File: config.mk
export PLATFORM = sky130hd
export DESIGN_NAME = ptw_top
export DESIGN_NICKNAME = d
export VERILOG_FILES = /design/src/rtl/ptw_pkg.sv /design/src/rtl/ptw_l1_decode.sv /design/src/rtl/ptw_l2_decode.sv /design/src/rtl/ptw_top.sv
export SDC_FILE = /design/constraint.sdc
export NUM_CORES = 1
export LEC_CHECK = 0
export ABC_AREA = 1
export ABC_CLOCK_PERIOD_IN_PS = 2400
export BUFFER_PORTS_ARGS = -buffer_cell sky130_fd_sc_hd__buf_2
export CAP_MARGIN = 10
export CORE_ASPECT_RATIO = 1.4
export CORE_MARGIN = 1
export CORE_UTILIZATION = 54
export CTS_BUF_LIST = sky130_fd_sc_hd__clkbuf_2
export DETAILED_ROUTE_END_ITERATION = 6
export PLACE_DENSITY_LB_ADDON = 0.2
export SYNTH_ARGS = -nofsm -noshare
export SYNTH_HDL_FRONTEND = slang
export SYNTH_SLANG_ARGS = --single-unit
File: constraint.sdc
create_clock -name clk -period 2.4 [get_ports clk]
set_input_delay 0.36 -clock clk [delete_from_list [all_inputs] [get_ports clk]]
set_output_delay 0.36 -clock clk [all_outputs]
set_load 0.05 [all_outputs]
File: src/rtl/ptw_pkg.sv
package ptw_pkg;
    localparam int AW          = 32;
    localparam int DW          = 32;
    localparam int L1_BASE_LSB = 14;
    localparam int L1_IDX_LSB  = 20;
    localparam int L1_IDX_W    = AW - L1_IDX_LSB;
    localparam int CRS_BASE_LSB = 10;
    localparam int CRS_IDX_LSB  = 12;
    localparam int CRS_IDX_W    = L1_IDX_LSB - CRS_IDX_LSB;
    localparam int FIN_BASE_LSB = 12;
    localparam int FIN_IDX_LSB  = 10;
    localparam int FIN_IDX_W    = L1_IDX_LSB - FIN_IDX_LSB;
    localparam int SEC_SHIFT   = 20;
    localparam int LRG_SHIFT   = 16;
    localparam int SML_SHIFT   = 12;
    localparam int TNY_SHIFT   = 10;

    typedef enum logic [1:0] {
        L1_EMPTY   = 2'b00,
        L1_COARSE  = 2'b01,
        L1_SECTION = 2'b10,
        L1_FINE    = 2'b11
    } l1_kind_e;

    typedef enum logic [1:0] {
        L2_EMPTY = 2'b00,
        L2_LARGE = 2'b01,
        L2_SMALL = 2'b10,
        L2_TINY  = 2'b11
    } l2_kind_e;

    typedef enum logic [1:0] {
        PG_SECTION = 2'd0,
        PG_LARGE   = 2'd1,
        PG_SMALL   = 2'd2,
        PG_TINY    = 2'd3
    } page_e;

    typedef enum logic [2:0] {
        ST_IDLE, ST_L1_REQ, ST_L1_WAIT, ST_L2_REQ, ST_L2_WAIT
    } walk_st_e;

    typedef struct packed {
        logic          fault;
        page_e         kind;
        logic [AW-1:0] pa;
        logic [1:0]    ap;
        logic          cache_en;
        logic          buff_en;
    } xlat_t;

    // Keep the upper bits of base above base_lsb, insert a word index from va.
    function automatic logic [AW-1:0] table_addr(input logic [AW-1:0] base,
                                                 input int base_lsb,
                                                 input logic [AW-1:0] va,
                                                 input int idx_lsb,
                                                 input int idx_w);
        logic [AW-1:0] hi_mask, idx_mask;
        hi_mask  = {AW{1'b1}} << base_lsb;
        idx_mask = ~({AW{1'b1}} << idx_w);
        return (base & hi_mask) | (((va >> idx_lsb) & idx_mask) << 2);
    endfunction

    // Splice a page frame from desc with the in-page offset of va.
    function automatic logic [AW-1:0] page_pa(input logic [DW-1:0] desc,
                                              input logic [AW-1:0] va,
                                              input int shift);
        logic [AW-1:0] hi_mask;
        hi_mask = {AW{1'b1}} << shift;
        return (desc & hi_mask) | (va & ~hi_mask);
    endfunction
endpackage

File: src/rtl/ptw_l1_decode.sv
module ptw_l1_decode
    import ptw_pkg::*;
(
    input  logic [DW-1:0] desc,
    input  logic [AW-1:0] va,
    output logic          walk_on,
    output logic [AW-1:0] next_addr,
    output xlat_t         res
);
    always_comb begin
        res       = '0;
        walk_on   = 1'b0;
        next_addr = '0;
        case (l1_kind_e'(desc[1:0]))
            L1_EMPTY: res.fault = 1'b1;
            L1_SECTION: begin
                res.kind     = PG_SECTION;
                res.pa       = page_pa(desc, va, SEC_SHIFT);
                res.ap       = desc[11:10];
                res.cache_en = desc[3];
                res.buff_en  = desc[2];
            end
            L1_COARSE: begin
                walk_on   = 1'b1;
                next_addr = table_addr(desc, CRS_BASE_LSB, va, CRS_IDX_LSB, CRS_IDX_W);
            end
            default: begin
                walk_on   = 1'b1;
                next_addr = table_addr(desc, FIN_BASE_LSB, va, FIN_IDX_LSB, FIN_IDX_W);
            end
        endcase
    end
endmodule

File: src/rtl/ptw_l2_decode.sv
module ptw_l2_decode
    import ptw_pkg::*;
(
    input  logic [DW-1:0] desc,
    input  logic [AW-1:0] va,
    output xlat_t         res
);
    always_comb begin
        res = '0;
        if (l2_kind_e'(desc[1:0]) == L2_EMPTY) begin
            res.fault = 1'b1;
        end else begin
            res.ap       = desc[5:4];
            res.cache_en = desc[3];
            res.buff_en  = desc[2];
            case (l2_kind_e'(desc[1:0]))
                L2_LARGE: begin
                    res.kind = PG_LARGE;
                    res.pa   = page_pa(desc, va, LRG_SHIFT);
                end
                L2_SMALL: begin
                    res.kind = PG_SMALL;
                    res.pa   = page_pa(desc, va, SML_SHIFT);
                end
                default: begin
                    res.kind = PG_TINY;
                    res.pa   = page_pa(desc, va, TNY_SHIFT);
                end
            endcase
        end
    end
endmodule

File: src/rtl/ptw_top.sv
module ptw_top
    import ptw_pkg::*;
(
    input  logic          clk,
    input  logic          rst,
    input  logic          req_valid,
    output logic          req_ready,
    input  logic [AW-1:0] req_va,
    input  logic [AW-1:0] req_tbase,
    output logic          mem_req_valid,
    input  logic          mem_req_ready,
    output logic [AW-1:0] mem_req_addr,
    input  logic          mem_rsp_valid,
    input  logic [DW-1:0] mem_rsp_data,
    output logic          done,
    output logic          fault,
    output logic          fault_lvl,
    output logic [AW-1:0] res_pa,
    output logic [1:0]    res_kind,
    output logic [1:0]    res_ap,
    output logic          res_cacheable,
    output logic          res_bufferable
);
    walk_st_e      st;
    logic [AW-1:0] va_q;
    logic [AW-1:0] addr_q;
    xlat_t         res_q;
    logic          done_q;
    logic          lvl_q;

    logic          l1_walk_on;
    logic [AW-1:0] l1_next;
    xlat_t         l1_res;
    xlat_t         l2_res;

    ptw_l1_decode u_l1 (
        .desc      (mem_rsp_data),
        .va        (va_q),
        .walk_on   (l1_walk_on),
        .next_addr (l1_next),
        .res       (l1_res)
    );

    ptw_l2_decode u_l2 (
        .desc (mem_rsp_data),
        .va   (va_q),
        .res  (l2_res)
    );

    always_ff @(posedge clk) begin
        if (rst) begin
            st     <= ST_IDLE;
            va_q   <= '0;
            addr_q <= '0;
            res_q  <= '0;
            done_q <= 1'b0;
            lvl_q  <= 1'b0;
        end else begin
            done_q <= 1'b0;
            case (st)
                ST_IDLE: if (req_valid) begin
                    va_q   <= req_va;
                    addr_q <= table_addr(req_tbase, L1_BASE_LSB, req_va, L1_IDX_LSB, L1_IDX_W);
                    st     <= ST_L1_REQ;
                end
                ST_L1_REQ: if (mem_req_ready) st <= ST_L1_WAIT;
                ST_L1_WAIT: if (mem_rsp_valid) begin
                    if (l1_walk_on) begin
                        addr_q <= l1_next;
                        st     <= ST_L2_REQ;
                    end else begin
                        res_q  <= l1_res;
                        lvl_q  <= 1'b0;
                        done_q <= 1'b1;
                        st     <= ST_IDLE;
                    end
                end
                ST_L2_REQ: if (mem_req_ready) st <= ST_L2_WAIT;
                ST_L2_WAIT: if (mem_rsp_valid) begin
                    res_q  <= l2_res;
                    lvl_q  <= l2_res.fault;
                    done_q <= 1'b1;
                    st     <= ST_IDLE;
                end
                default: st <= ST_IDLE;
            endcase
        end
    end

    assign req_ready      = (st == ST_IDLE);
    assign mem_req_valid  = (st == ST_L1_REQ) || (st == ST_L2_REQ);
    assign mem_req_addr   = addr_q;
    assign done           = done_q;
    assign fault          = res_q.fault;
    assign fault_lvl      = lvl_q;
    assign res_pa         = res_q.pa;
    assign res_kind       = res_q.kind;
    assign res_ap         = res_q.ap;
    assign res_cacheable  = res_q.cache_en;
    assign res_bufferable = res_q.buff_en;
endmodule

==> results.tsv <==
stage	metric	value	unit
synth	#FFs+latches synth	94	
timing	Final Setup Violations	0	
final_layout	most frequent cells in the layout	buf_2 (155), nand2_1 (147), nor2_1 (110), dfxtp_1 (94), o21ai_0 (77)	
final_layout	antenna diode instance count	0	
drt	total routed wirelength	12.4	mm
worst_setup_path	CP Launch Point	st[1]	
clock_tree	PostCTS Resize Cnt	0	
die	die area	0.00858	mm2
pwr	switch share	52.5	%
pwr	Clk network pwr share	13.2	%
clock_tree	worst-skew pair later-pin latency	0.55	ns
die	floorplan core area	0.00785	mm2
drt	Pre-antenna DRT Iters	5	
drt	drt initial violations	302	
worst_setup_path	r2r endpoint	va_q[11]	
worst_setup_path	reg2reg setup slack	0.54	ns
drt	DRC Markers	0	
die	chip height	109	um
placed_design	post-DP HPWL	8.85	mm
worst_setup_path	Crit Path Max Fanout	9	
drt	routed len/inst	14.0	um
timing	Fmax	0.472	GHz
pwr	Max VDD drop	1030	uV
clock_tree	Sink Count	94	
synth	largest cells by area after synthesis	dfxtp_1 (42%), nand2_1 (12%), nor2_1 (9.3%)	
hold_path	min-delay worst type	in -> reg	
die	row count	38	
final_layout	FF+latch area	0.00188	mm2
timing	setup TNS	0	ns
clock_tree	Root Driver	clkbuf_2	
timing	final period utilization	88.2	%
worst_setup_path	CP Capture Type	output pin	
timing	Clock Skew	0.0151	ns
grt	Total GRT Usage	29.7	%
timing	worst slew pin tran	0.644	ns
synth	Yosys cell types	25	
timing	max_slew headroom	56.9	%
final_layout	final core occ	67.5	%
drt	vias per cell	5.30	
clock_tree	Reg clk slew, reported paths	0.25	ns
drt	final antenna-violating net count	0	
final_layout	share of cells above drive strength 1	25.0	%
pwr	P_int	3.23	mW
placed_design	placed inst area	0.00514	mm2
pwr	combinational fraction of design power	53.2	%
pwr	pwr/cell area	1280	mW/mm2
die	initial core utilization	56.5	%
final_layout	post-route design area	0.00530	mm2
synth	Mapped Avg Cell Area	6.89	um2
placed_design	GPL Wtd Cong	0.980	
worst_setup_path	Worst EP required	2.04	ns
clock_tree	Max clock buf depth	2	
timing	RSZ-0062 raised after global routing	no	
final_layout	Total Nets Final	884	
worst_setup_path	CP Capture Point	req_ready	
worst_setup_path	Worst Setup Path Type	reg -> out	
flow_run	Max-Cap Viols	0	
pwr	Psw	3.57	mW
final_layout	commonest non-fill, non-tap cell in the layout	buf_2	
pwr	Pleak	2.75	nW
grt	Overflow after GRT	0	
synth	top cell type's share of synthesized area	42.5	%
drt	routed via count	4682	
die	die width	78.6	um
clock_tree	H-tree Lvls	3	
synth	yosys warns	0	
pwr	Seq pwr share	33.7	%
final_layout	multi-input combinational cell area	0.00214	mm2
grt	largest net degree at the start of global routing	60	
clock_tree	CTS tree	done	
final_layout	synthesis-to-finish area growth	19.5	%
grt	initial antenna violation count	0	
timing	fin. max-slew vios	0	
worst_setup_path	r2r worst-path depth	6	
final_layout	# fillers	735	
worst_setup_path	Worst EP arrival	1.76	ns
pwr	total power	6.79	mW
worst_setup_path	startpoint types	register	
synth	Mapped Cells	643	
grt	first-pass GRT wire length	19.9	mm
worst_setup_path	RR Startpoint	st[2]	
die	IO Pins	176	
synth	Synth area leader	dfxtp_1	
placed_design	PortBufs	155	
clock_tree	clock buffer count from CTS	9	
timing	Fin. Hold Viols	0	
outcome	status	complete, no violations	
synth	synthesized area	0.00443	mm2
grt	vias in the first global route	4609	
timing	Tmin final	2.12	ns
synth	part of the Yosys area used for sequential elements	42.5	%
[layer usage]
layer | up-vias | share of wire (%) | global-route usage, %
met4 | 0 | 3.8 | 20.2
met5 | - | 0 | 0
li1 | 2328 | - | -
met1 | 2139 | 38 | 30.9
met2 | 180 | 52 | 53.8
met3 | 35 | 6.4 | 5.27
[registers in the layout (all words and copies together), names as in the netlist]
name and flops:
fault 1, fault_lvl 1, mem_req_addr 30, va_q 20
res_ap 2, st 3, res_kind 2, done 1
res_cacheable 1, res_pa 32, res_bufferable 1
[worst min-delay path by stage]
stage,start,depth (start not counted),end
floorplan,va_q[9],2,va_q[9]
global placement,va_q[7],2,va_q[7]
detailed placement,va_q[7],2,va_q[7]
CTS,mem_rsp_data[3],3,res_cacheable
global route,mem_rsp_data[29],3,res_pa[29]
finish,req_va[3],3,va_q[3]
[Yosys cell counts, drive strengths merged]
library cell  count
nor2            113
conb              1
inv              40
buf              32
o21ai            88
ha                5
nand3b            1
a21oi            50
nand2           154
nand3            43
clkbuf           10
dfxtp            94
o21bai           12
[power by group through the flow]
stage | combinational (mW) | clock, mW | sequential (mW)
6_report | 3.61 | 0.895 | 2.29
5_1_grt | 3.92 | 0.974 | 2.34
4_1_cts | 3.62 | 0.915 | 2.28
3_5_place_dp | 3.61 | 0 | 2.31
3_3_place_gp | 3.54 | 0 | 2.30
2_1_floorplan | 1.83 | 0 | 3.37
[critical path: stages, from the launching register on]
cell	delay (ns)
dfxtp_1	0.45
nor2_4	0.23
nand2_1	0.09
inv_2	0.15
buf_2	0.29
[layout make-up]
| class | instances | area share (%) |
|---|---|---|
| clock buffers | 9 | 0.850 |
| clock inverters | 7 | 1.82 |
| inverters | 40 | 2.88 |
| multi-input cells | 468 | 40.4 |
| flip-flops and latches | 94 | 35.5 |
| well taps | 100 | 2.36 |
| repair buffers | 165 | 16.1 |
[cells by family after synthesis]
family | share of synthesized area [%]
AO/OA/AOI/OAI | 17.7
adder cells (fa/ha/maj) | 1.41
buffers and inverters | 9.26
flip-flops | 42.5
other | 0.0846
AND/OR/NAND/NOR | 29.1
[what timing repair did]
action / 4_1_cts / 5_1_grt
hold buffers: 1 / 0
endpoints found under the hold margin: 1 / 0
buffers inserted: 0 / 0
[metrics by stage]
stage / setup slack (ns) / hold WS, ns / cells
2_1_floorplan: 0.659 / 0.430 / 644
3_3_place_gp: 0.456 / 0.445 / 866
3_5_place_dp: 0.380 / 0.450 / 866
4_1_cts: 0.229 / 0.000456 / 883
5_1_grt: 0.145 / 0.000945 / 883
6_report: 0.282 / 0.0474 / 883
No activity file was read; power rests on OpenSTA's default activity.
